## config.mk

```make
export PLATFORM = sky130hd
export DESIGN_NAME = acc_core
export DESIGN_NICKNAME = d
export VERILOG_FILES = /design/src/rtl/acc_pkg.sv /design/src/rtl/acc_decode.sv /design/src/rtl/acc_alu.sv /design/src/rtl/acc_core.sv
export SDC_FILE = /design/constraint.sdc
export NUM_CORES = 1
export LEC_CHECK = 0
export BUFFER_PORTS_ARGS = -buffer_cell sky130_fd_sc_hd__buf_2
export CORE_ASPECT_RATIO = 1.25
export CORE_UTILIZATION = 30
export DETAILED_ROUTE_END_ITERATION = 8
export GPL_TIMING_DRIVEN = 0
export PLACE_DENSITY = 0.44
export SLEW_MARGIN = 15
export SYNTH_ARGS = -nofsm -noshare
export SYNTH_HDL_FRONTEND = slang
export SYNTH_SLANG_ARGS = --single-unit
```

## constraint.sdc

```tcl
create_clock -name clk -period 14.8 [get_ports clk]
set_input_delay 1.48 -clock clk [delete_from_list [all_inputs] [get_ports clk]]
set_output_delay 1.48 -clock clk [all_outputs]
set_load 0.05 [all_outputs]
```

## src/rtl/acc_pkg.sv

```systemverilog
package acc_pkg;
    localparam int DATA_W = 16;
    localparam int OP_W   = 3;

    typedef logic [DATA_W-1:0] word_t;

    typedef enum logic [OP_W-1:0] {
        OP_CLR  = 3'd0,
        OP_ADD  = 3'd1,
        OP_SUB  = 3'd2,
        OP_MUL  = 3'd3,
        OP_ADDX = 3'd4,
        OP_ST   = 3'd5,
        OP_LDX  = 3'd6,
        OP_NOP  = 3'd7
    } opcode_e;

    typedef enum logic [1:0] {
        ALU_ADD = 2'd0,
        ALU_SUB = 2'd1,
        ALU_MUL = 2'd2
    } alu_op_e;

    typedef struct packed {
        logic    rd;
        logic    wr;
        logic    clr;
        logic    ldx;
        logic    use_idx;
        alu_op_e alu;
    } ctl_t;

    function automatic word_t mul_low(word_t a, word_t b);
        logic [2*DATA_W-1:0] p;
        p = a * b;
        return p[DATA_W-1:0];
    endfunction
endpackage

```

## src/rtl/acc_decode.sv

```systemverilog
module acc_decode
    import acc_pkg::*;
(
    input  logic [OP_W-1:0] op,
    output ctl_t            ctl
);
    always_comb begin
        ctl = '{rd: 1'b0, wr: 1'b0, clr: 1'b0, ldx: 1'b0,
                use_idx: 1'b0, alu: ALU_ADD};
        case (opcode_e'(op))
            OP_CLR:  ctl.clr = 1'b1;
            OP_ADD:  ctl.rd  = 1'b1;
            OP_SUB:  begin ctl.rd = 1'b1; ctl.alu = ALU_SUB; end
            OP_MUL:  begin ctl.rd = 1'b1; ctl.alu = ALU_MUL; end
            OP_ADDX: begin ctl.rd = 1'b1; ctl.use_idx = 1'b1; end
            OP_ST:   ctl.wr  = 1'b1;
            OP_LDX:  ctl.ldx = 1'b1;
            default: ;
        endcase
    end
endmodule

```

## src/rtl/acc_alu.sv

```systemverilog
module acc_alu
    import acc_pkg::*;
(
    input  alu_op_e op,
    input  word_t   a,
    input  word_t   b,
    output word_t   y
);
    always_comb begin
        case (op)
            ALU_SUB: y = a - b;
            ALU_MUL: y = mul_low(a, b);
            default: y = a + b;
        endcase
    end
endmodule

```

## src/rtl/acc_core.sv

```systemverilog
module acc_core
    import acc_pkg::*;
#(
    parameter int ADDR_W = 8
) (
    input  logic              clk,
    input  logic              rst,
    input  logic              in_valid,
    output logic              in_ready,
    input  logic [OP_W-1:0]   in_op,
    input  logic [ADDR_W-1:0] in_addr,
    output logic              mem_rd,
    output logic              mem_wr,
    output logic [ADDR_W-1:0] mem_addr,
    output logic [DATA_W-1:0] mem_wdata,
    input  logic [DATA_W-1:0] mem_rdata,
    output logic [DATA_W-1:0] acc_out
);
    ctl_t              ctl;
    word_t             acc_q;
    word_t             alu_y;
    logic [ADDR_W-1:0] idx_q;
    logic              busy_q;
    alu_op_e           pend_q;
    logic              take;

    acc_decode u_dec (.op(in_op), .ctl(ctl));
    acc_alu    u_alu (.op(pend_q), .a(acc_q), .b(mem_rdata), .y(alu_y));

    assign in_ready  = !busy_q;
    assign take      = in_valid && in_ready;
    assign mem_rd    = take && ctl.rd;
    assign mem_wr    = take && ctl.wr;
    assign mem_addr  = ctl.use_idx ? in_addr + idx_q : in_addr;
    assign mem_wdata = acc_q;
    assign acc_out   = acc_q;

    always_ff @(posedge clk) begin
        if (rst) begin
            acc_q  <= '0;
            idx_q  <= '0;
            busy_q <= 1'b0;
            pend_q <= ALU_ADD;
        end else if (busy_q) begin
            acc_q  <= alu_y;
            busy_q <= 1'b0;
        end else if (take) begin
            if (ctl.clr) acc_q <= '0;
            if (ctl.ldx) idx_q <= in_addr;
            if (ctl.rd) begin
                busy_q <= 1'b1;
                pend_q <= ctl.alu;
            end
        end
    end

    assert_reset_state_R1: assert property (@(posedge clk)
        rst |=> (acc_out == '0) && in_ready);

    assert_clear_R2: assert property (@(posedge clk) disable iff (rst)
        (take && in_op == OP_CLR) |=> acc_out == '0);

    assert_read_stall_R3: assert property (@(posedge clk) disable iff (rst)
        mem_rd |=> !in_ready && !mem_rd && !mem_wr);

    assert_stall_ends_R3: assert property (@(posedge clk) disable iff (rst)
        !in_ready |=> in_ready);

    assert_strobes_exclusive_R10: assert property (@(posedge clk) disable iff (rst)
        $onehot0({mem_rd, mem_wr}));

    assert_no_take_R10: assert property (@(posedge clk) disable iff (rst)
        (!in_valid && in_ready) |-> !mem_rd && !mem_wr);

    assert_idle_hold_R10: assert property (@(posedge clk) disable iff (rst)
        (!in_valid && in_ready) |=> $stable(acc_out) && $stable(idx_q));

    assert_load_index_R8: assert property (@(posedge clk) disable iff (rst)
        (take && in_op == OP_LDX) |=> idx_q == $past(in_addr));

    assert_nop_R9: assert property (@(posedge clk) disable iff (rst)
        (take && in_op == OP_NOP) |=> $stable(acc_out) && $stable(idx_q) && in_ready);

    assert_store_data_R7: assert property (@(posedge clk) disable iff (rst)
        mem_wr |-> mem_wdata == acc_out && in_ready);
endmodule

```

# == Word level (Yosys, flattened, before mapping) ==
# Index checks and enable logic that the tools add are counted.
# word_totals
elab_cells,42
ff_bits,27
memories,0
output_inout_bits,43
ram_bits,0
inputBits,30
latchBits,0
romBits,0
# op_classes
n_bitwise,2
n_mux,12
shifts,0
n_mul,1
reduce_logical,12
n_lt_le_gt_ge,0
n_eq_ne,8
div_mod_pow,0
n_addsub,3
# op_table
cell,n
two-way mux 16 bit,3
case mux 16 bit (2 select lines),1
adder 16 bit,1
multiplier 16 x 16 -> 16 bit,1
subtractor 16 bit,1
"== test 3 bit, second input constant",3
adder 8 bit,1
two-way mux 8 bit,1
"== test 3 x 2 -> 1 bit, second input constant",2
two-way mux 1 bit,6
AND reduction 3 bit,2
case mux 2 bit (2 select lines),1
nonzero test 2 bit,2
OR reduction 4 bit,1
"== test 3 x 1 -> 1 bit, second input constant",1
logical AND 1 bit,3
zero test 3 bit,1
OR reduction 3 bit,1
"== test 2 x 1 -> 1 bit, second input constant",1
"== test 2 bit, second input constant",1
NOT 1 bit,2
AND reduction 2 bit,1
zero test 1 bit,1

# == Depth between registers and ports, before layout ==
# Gate-level depths: netlist (run 1).
# depth
word_depth,5
depth_mapped,22

# == Cells and area by module ==
# Synthesis (run 1) repeated with hierarchy kept, for this count alone.
# unflattened
hier_cells,817
hier_area_um2,6641.4
# by_module_without_submodules
mod,cells_per_inst,area_each_um2,n_inst
acc_alu,628,5098.6,1
acc_core,179,1481.4,1
acc_decode,10,61.3,1

# == Least setup slack after synthesis (run 1) ==
# Ideal clock, no wire load.
# synth_path
path_type,input to register
startpoint,in mem_rdata[2]
endpoint,reg acc_q[14] (netlist: acc_out[14])
path_slack_ns,8.425
t_required_ns,14.675
cell_stages,19
t_arrival_ns,6.250
path_buffers,1
path_cell_list,clkbuf_1 nand2_1 fa_1 fa_1 fa_1 fa_1 inv_1 fa_1 inv_1 fa_1 inv_1 ha_1 nand3_1 nand2_1 a41o_1 o41ai_2 xnor2_1 a221oi_1 nand2_1
# synth_between
elab_chain_len,3
# synth_rtl
element,line_no,source
start: declaration,acc_core.sv:16,"input logic [DATA_W-1:0] mem_rdata,"
"multiplier 16 x 16 -> 16 bit, or another cell as far along",acc_pkg.sv:35,p = a * b;
case mux 16 bit (2 select lines) *,acc_alu.sv:10,case (op)
two-way mux 16 bit *,acc_core.sv:44,end else if (busy_q) begin
end signal: assignment,acc_core.sv:45,acc_q <= alu_y;
end: declaration,acc_core.sv:20,word_t acc_q;
# Mark *: on every way between the ends. The rest lies on a longest branch, timed or not.
# A chain may end at the register's enable or synchronous reset.

# == Worst setup path after layout (run 1) ==
# Ends and elaborated chain as after synthesis.

==> metrics.txt, run 1 <==
H-tree depth=1; drt wl/cell=17.1 µm; port bufs=70; post-DP HPWL=16200 µm; Tmin final=7.07 ns; Synth Cell Area=6550 µm²; crit path DAT=7.23 ns; unrepaired setup endpoints after global routing=false; Die W=134 µm; final net count=1075; CTS tree=done; Final Hold Viols=0; clock transition at the registers of the reported paths=0.08 ns; top_reg_cell synth=dfxtp_1; hold depth=2; hold_sp=idx_q[4]; Post-Syn Nets=1000; Seq/Total Area, Yosys=0.0826; critical path data required time=14.96 ns; Slew @ Worst Pin=0.745 ns; CP endpoint kind=flip-flop; EDFF count, synth=0; crit path max fanout=10; Die Y=167 µm; Layout Utilization=0.341; leading cell type in the layout, fill and taps excluded=inv_1; global placer's final weighted congestion=0.816; initial antenna violation count=0; #FFs+latches synth=27; FF-to-FF path depth=20; Tcrit/Tclk final=0.477; row count=60; asr flop ratio synth=0; Rel. slew slack=0.500; IO Count=73; 1st-pass router iterations=6; Detail Route Antenna Nets=0; Synth warnings=0; post_cts resized=0; clk_lat worst skew=0.28 ns; residual DRC count=2; crit path launch type=input port; type of the worst setup path=in -> reg; Total GRT Usage=0.187; Starting DRT DRC Count=228; Worst Setup SP=mem_rdata[2]; Overflow after GRT=0; Post-Route WL=20000 µm; endpoints failing setup=0; Cell variety after synth=56; run status=finished with violations; r2r startpoint=acc_out[6]; # diodes=0; Post-CTS Setup Bufs=0; syn_area_per_cell=8.03 µm²; failing checks=design-rule violations; static leakage=3.58 nW; Synth Instances=815; Worst R2R Setup Slack=8.62 ns; area delta synth->final=12.0%; share of cells above drive strength 1=0.119; Post-CTS Hold Buffers=0; pwr/cell area=52.9 nW/µm²; Worst Hold Class=reg -> reg; first-pass GRT wire length=32100 µm; r2r endpoint=acc_out[14]; Final Hold Slack=0.517 ns; vias in the first global route=5758; DR vias=5476; commonest cells after routing, fill and taps aside=130 x inv_1, 102 x nand2_1, 82 x fa_1; Peak VDD IR=44.4 µV; Setup TNS Final=0 ns; max cap viols=0; Max Clock Skew=0.00726 ns; CTS root buffer=clkbuf_16; die area=22400 µm²; Max Clk Rate=0.142 GHz; Final Power=0.388 mW; clk buf depth=2; largest net degree at the start of global routing=18; Pins Over Slew Limit=0; TritonCTS Buffers=3; CTS Sinks=27; Hold EP=idx_q[4]; Vias/cell=4.69; Core Area=21500 µm²; Initial Util=0.305
routing by layer:
layer	GRT usage	share of wire	up-vias
met1	0.236	0.44	2654
met3	0.00454	0.025	17
li1	-	-	2710
met4	0.0449	0.017	0
met5	0	0	-
met2	0.350	0.52	95
cell type report:
cell class | count | area (µm²)
tap | 279 | 349
clock inverter | 1 | 8.76
buffer | 46 | 241
sequential | 27 | 541
clock buffer | 3 | 75.1
timing repair buffer | 70 | 350
inverter | 131 | 492
fill | 2376 | 14100
multi-input combinational | 611 | 5270
worst max-delay path: stages:
cell	delay (ns)
buf_2	0.22
clkbuf_1	0.53
nand2_1	0.16
fa_1	0.52
fa_1	0.57
fa_1	0.45
fa_1	0.59
inv_1	0.06
fa_1	0.50
inv_1	0.06
fa_1	0.48
inv_1	0.05
ha_1	0.34
nand3_1	0.09
nand2_1	0.05
a41o_1	0.26
o41ai_2	0.28
xnor2_1	0.15
a221oi_1	0.31
nand2_1	0.07
cell families (layout without fill, tap and decap cells):
family,after synthesis,count (layout),share of synthesized area
buffers and inverters,177,251,0.112
flip-flops,27,27,0.0826
AND/OR/NAND/NOR,269,269,0.197
multiplexers,11,11,0.0172
adder cells (fa/ha/maj),155,155,0.390
XOR/XNOR,67,67,0.0896
AO/OA/AOI/OAI,109,109,0.112
Yosys cell counts, types with 2 or more instances:
cell type / number / area, µm²
o21bai_1: 4 / 30.0
a21oi_1: 30 / 150
nand2b_1: 7 / 43.8
o31ai_1: 5 / 37.5
xnor2_1: 43 / 377
dfxtp_1: 27 / 541
nand3b_1: 2 / 15.0
nand2_1: 102 / 383
o21a_1: 5 / 37.5
o21ai_1: 2 / 10.0
a22oi_1: 11 / 82.6
xor2_1: 24 / 210
o31a_1: 2 / 17.5
buf_4: 17 / 128
inv_1: 130 / 488
and2_1: 65 / 407
buf_2: 3 / 15.0
nor4_1: 2 / 12.5
nor2b_1: 6 / 37.5
a32oi_1: 2 / 17.5
a21o_1: 4 / 30.0
mux2_2: 2 / 22.5
nor3_1: 17 / 85.1
o21ai_0: 26 / 130
nor2_1: 53 / 199
or3_1: 3 / 18.8
clkbuf_1: 25 / 93.8
or4_1: 2 / 15.0
nand3_1: 5 / 25.0
fa_1: 82 / 1640
mux2i_1: 9 / 90.1
ha_1: 73 / 913
a31oi_1: 2 / 12.5
worst max path at each step:
stage	end	slack (ns)
floorplan	acc_out[14]	8.42
global placement	acc_out[14]	7.39
detailed placement	acc_out[14]	7.42
CTS	acc_out[14]	7.68
global route	acc_out[14]	7.37
finish	acc_out[14]	7.73
power by group:
part / switching (mW) / total [mW] / internal [mW]
combinational: 0.146 / 0.234 / 0.0883
clock: 0.0318 / 0.0695 / 0.0377
sequential: 0.00843 / 0.0842 / 0.0758
sequential cells by signal, indices dropped and copies added (netlist names):
register and flops:
acc_out 16, idx_q 8, busy_q 1, pend_q 2
stage by stage:
stage / setup slack (ns) / instance area (µm²) / cells
finish: 7.73 / 7330 / 1168
global route: 7.37 / 7330 / 1168
CTS: 7.68 / 7330 / 1168
detailed placement: 7.42 / 7250 / 1164
global placement: 7.39 / 7250 / 1164
floorplan: 8.42 / 6550 / 815
No activity file was read; power rests on OpenSTA's default activity.
==> inputs of run 2 (changes only) <==
--- a/config.mk
+++ b/config.mk
@@ -5,12 +5,13 @@
 export SDC_FILE = /design/constraint.sdc
 export NUM_CORES = 1
 export LEC_CHECK = 0
+export ABC_AREA = 1
 export BUFFER_PORTS_ARGS = -buffer_cell sky130_fd_sc_hd__buf_2
 export CORE_ASPECT_RATIO = 1.25
 export CORE_UTILIZATION = 30
 export DETAILED_ROUTE_END_ITERATION = 8
 export GPL_TIMING_DRIVEN = 0
-export PLACE_DENSITY = 0.44
+export PLACE_DENSITY = 0.46
 export SLEW_MARGIN = 15
 export SYNTH_ARGS = -nofsm -noshare
 export SYNTH_HDL_FRONTEND = slang
==> constraint.sdc (replaced) <==
create_clock -name clk -period 6.33 [get_ports clk]
set_input_delay 0.633 -clock clk [delete_from_list [all_inputs] [get_ports clk]]
set_output_delay 0.633 -clock clk [all_outputs]
set_load 0.05 [all_outputs]
==> metrics.txt, run 2 <==
Detail Route Antenna Nets=0; clk_lat worst skew=0.28 ns; endpoints failing setup=0; Die W=141 µm; Worst Hold Class=reg -> reg; top sig layer=met4; Pins Over Slew Limit=0; post-placement setup slack=-0.247 ns; unrepaired setup endpoints after global routing=false; clk buf depth=2; # diodes=0; Slew @ Worst Pin=1.03 ns; largest area contributor in the netlist=fa_1; EDFF count, synth=0; commonest cells after routing, fill and taps aside=325 x nand2_1, 292 x inv_1, 82 x fa_1; largest cells by area after synthesis=fa_1 23%, nand2_1 17%, inv_1 15%, ha_1 13%, dfxtp_1 7.5%; Post-Syn Nets=1313; share of the synthesized area in the top cell type=0.228; Post-Route WL=22100 µm; Synth warnings=0; drt wl/cell=14.9 µm; met3 WL=507 µm; H-tree depth=1; failing checks=design-rule violations; Synth Cell Area=7210 µm²; max reg flops=16; #FFs+latches synth=27; post-DP HPWL=18900 µm; max cap viols=0; Die Y=175 µm; Final Power=0.827 mW; static leakage=4.88 nW; Tcrit/Tclk final=0.940; CP dominant cell by count=inv_1; CTS root buffer=clkbuf_16; final net count=1373; type of the worst setup path=reg -> reg; Layout Utilization=0.336; Final Hold Slack=0.470 ns; crit path launch type=flip-flop; Rel. slew slack=0.311; Final Hold Viols=0; 1st-pass router iterations=7; area delta synth->final=10.2%; Tmin final=5.95 ns; port bufs=63; syn_area_per_cell=6.40 µm²; Adder-Cell Fraction of Synth Area=0.354; top_reg_cell synth=dfxtp_1; top-count cell post-synth=nand2_1; largest net degree at the start of global routing=19; simple-gate share of the synthesized area=0.254; Starting DRT DRC Count=383; Seq/Total Area, Yosys=0.0749; asr flop ratio synth=0; Peak VDD IR=95.8 µV; critical path data required time=6.48 ns; crit path max fanout=10; IO Count=73; first-pass GRT wire length=36200 µm; Max Clk Rate=0.168 GHz; CP max-delay cell=dfxtp_1; global placer's final weighted congestion=0.826; run status=finished with violations; Setup WS post-layout=0.383 ns; vias in the first global route=6722; Overflow after GRT=0; Core Area=23600 µm²; post-synthesis xor/xnor area fraction=0.0364; row count=63; die area=24700 µm²; pwr/cell area=104 nW/µm²; DR vias=6711; Initial Util=0.305; Critical Path Max Stage Delay=0.56 ns; DRT met1 WL=9610 µm; Total GRT Usage=0.191; largest family of logic cells by synthesized area=adder cells; CTS tree=done; Cell variety after synth=34; TritonCTS Buffers=3; final instance count without filler cells=1479; CP endpoint kind=flip-flop; initial antenna violation count=0; residual DRC count=2; multiplexer share of the synthesized area=0; Synth Area in Compound Gates=0.0850; Max Clock Skew=0.00595 ns; leading cell type in the layout, fill and taps excluded=nand2_1; crit path DAT=6.10 ns; placed insts=1483; CTS Sinks=27; clock transition at the registers of the reported paths=0.08 ns; share of cells above drive strength 1=0.0910; Vias/cell=4.54; Synth Instances=1128; Post-synth top cells=325 x nand2_1, 292 x inv_1, 82 x fa_1; met2 WL=11600 µm
run 2: area by class of cell:
cell class	instances	area, µm²
Clock buffer	4	78.8
Buffer	48	274
Tap cell	292	365
Sequential cell	27	541
Timing Repair Buffer	63	315
Inverter	293	1110
Multi-Input combinational cell	752	5260
Fill cell	2708	15700
run 2: final timing paths:
check,slack (ns),cells after the start,to,from
hold / removal,0.47,2,idx_q[5],idx_q[5]
hold reg to reg,0.47,2,idx_q[5],idx_q[5]
setup reg to reg,0.38,26,acc_out[15],acc_out[6]
setup / recovery,0.38,26,acc_out[15],acc_out[6]
run 2: what timing repair did:
item,CTS,global route
endpoints found under the hold margin,0,0
setup endpoints to repair,2,2
buffers inserted,0,0
resized for setup,2,8
hold buffers,0,0
run 2: worst max-delay path, delay by kind of cell (launching register included):
kind	cells	cell delay (ns)
adders and majority gates	7	3.09
buffers and inverters	8	0.96
AOI/OAI and AO/OA	4	0.55
and+or+nand+nor	7	0.67
DFF	1	0.56
run 2: kinds of logic after synthesis:
logic type               count (synthesis)
buffers and inverters                  349
adder cells (fa/ha/maj)                155
AND/OR/NAND/NOR                        451
AO/OA/AOI/OAI                          116
flip-flops                              27
XOR/XNOR                                30
run 2: report_power, final:
part	total, mW	leakage [nW]	internal, mW	switching (mW)
sequential	0.189	0.219	0.176	0.0129
combinational	0.478	4.62	0.156	0.321
clock	0.160	0.0382	0.0870	0.0732
total	0.827	4.88	0.419	0.408
run 2: metal layers:
| metal | track usage | vias up |
|---|---|---|
| li1 | - | 3447 |
| met1 | 0.236 | 3131 |
| met2 | 0.359 | 115 |
| met3 | 0.00709 | 18 |
| met4 | 0.0543 | 0 |
| met5 | 0 | - |
run 2: metrics by stage:
step / instance area, µm² / setup TNS [ns]
after detailed placement: 7900 / -0.247
final: 7950 / 0
after global routing: 7950 / 0
after floorplan: 7210 / 0
after CTS: 7970 / 0
after global placement: 7900 / -0.288
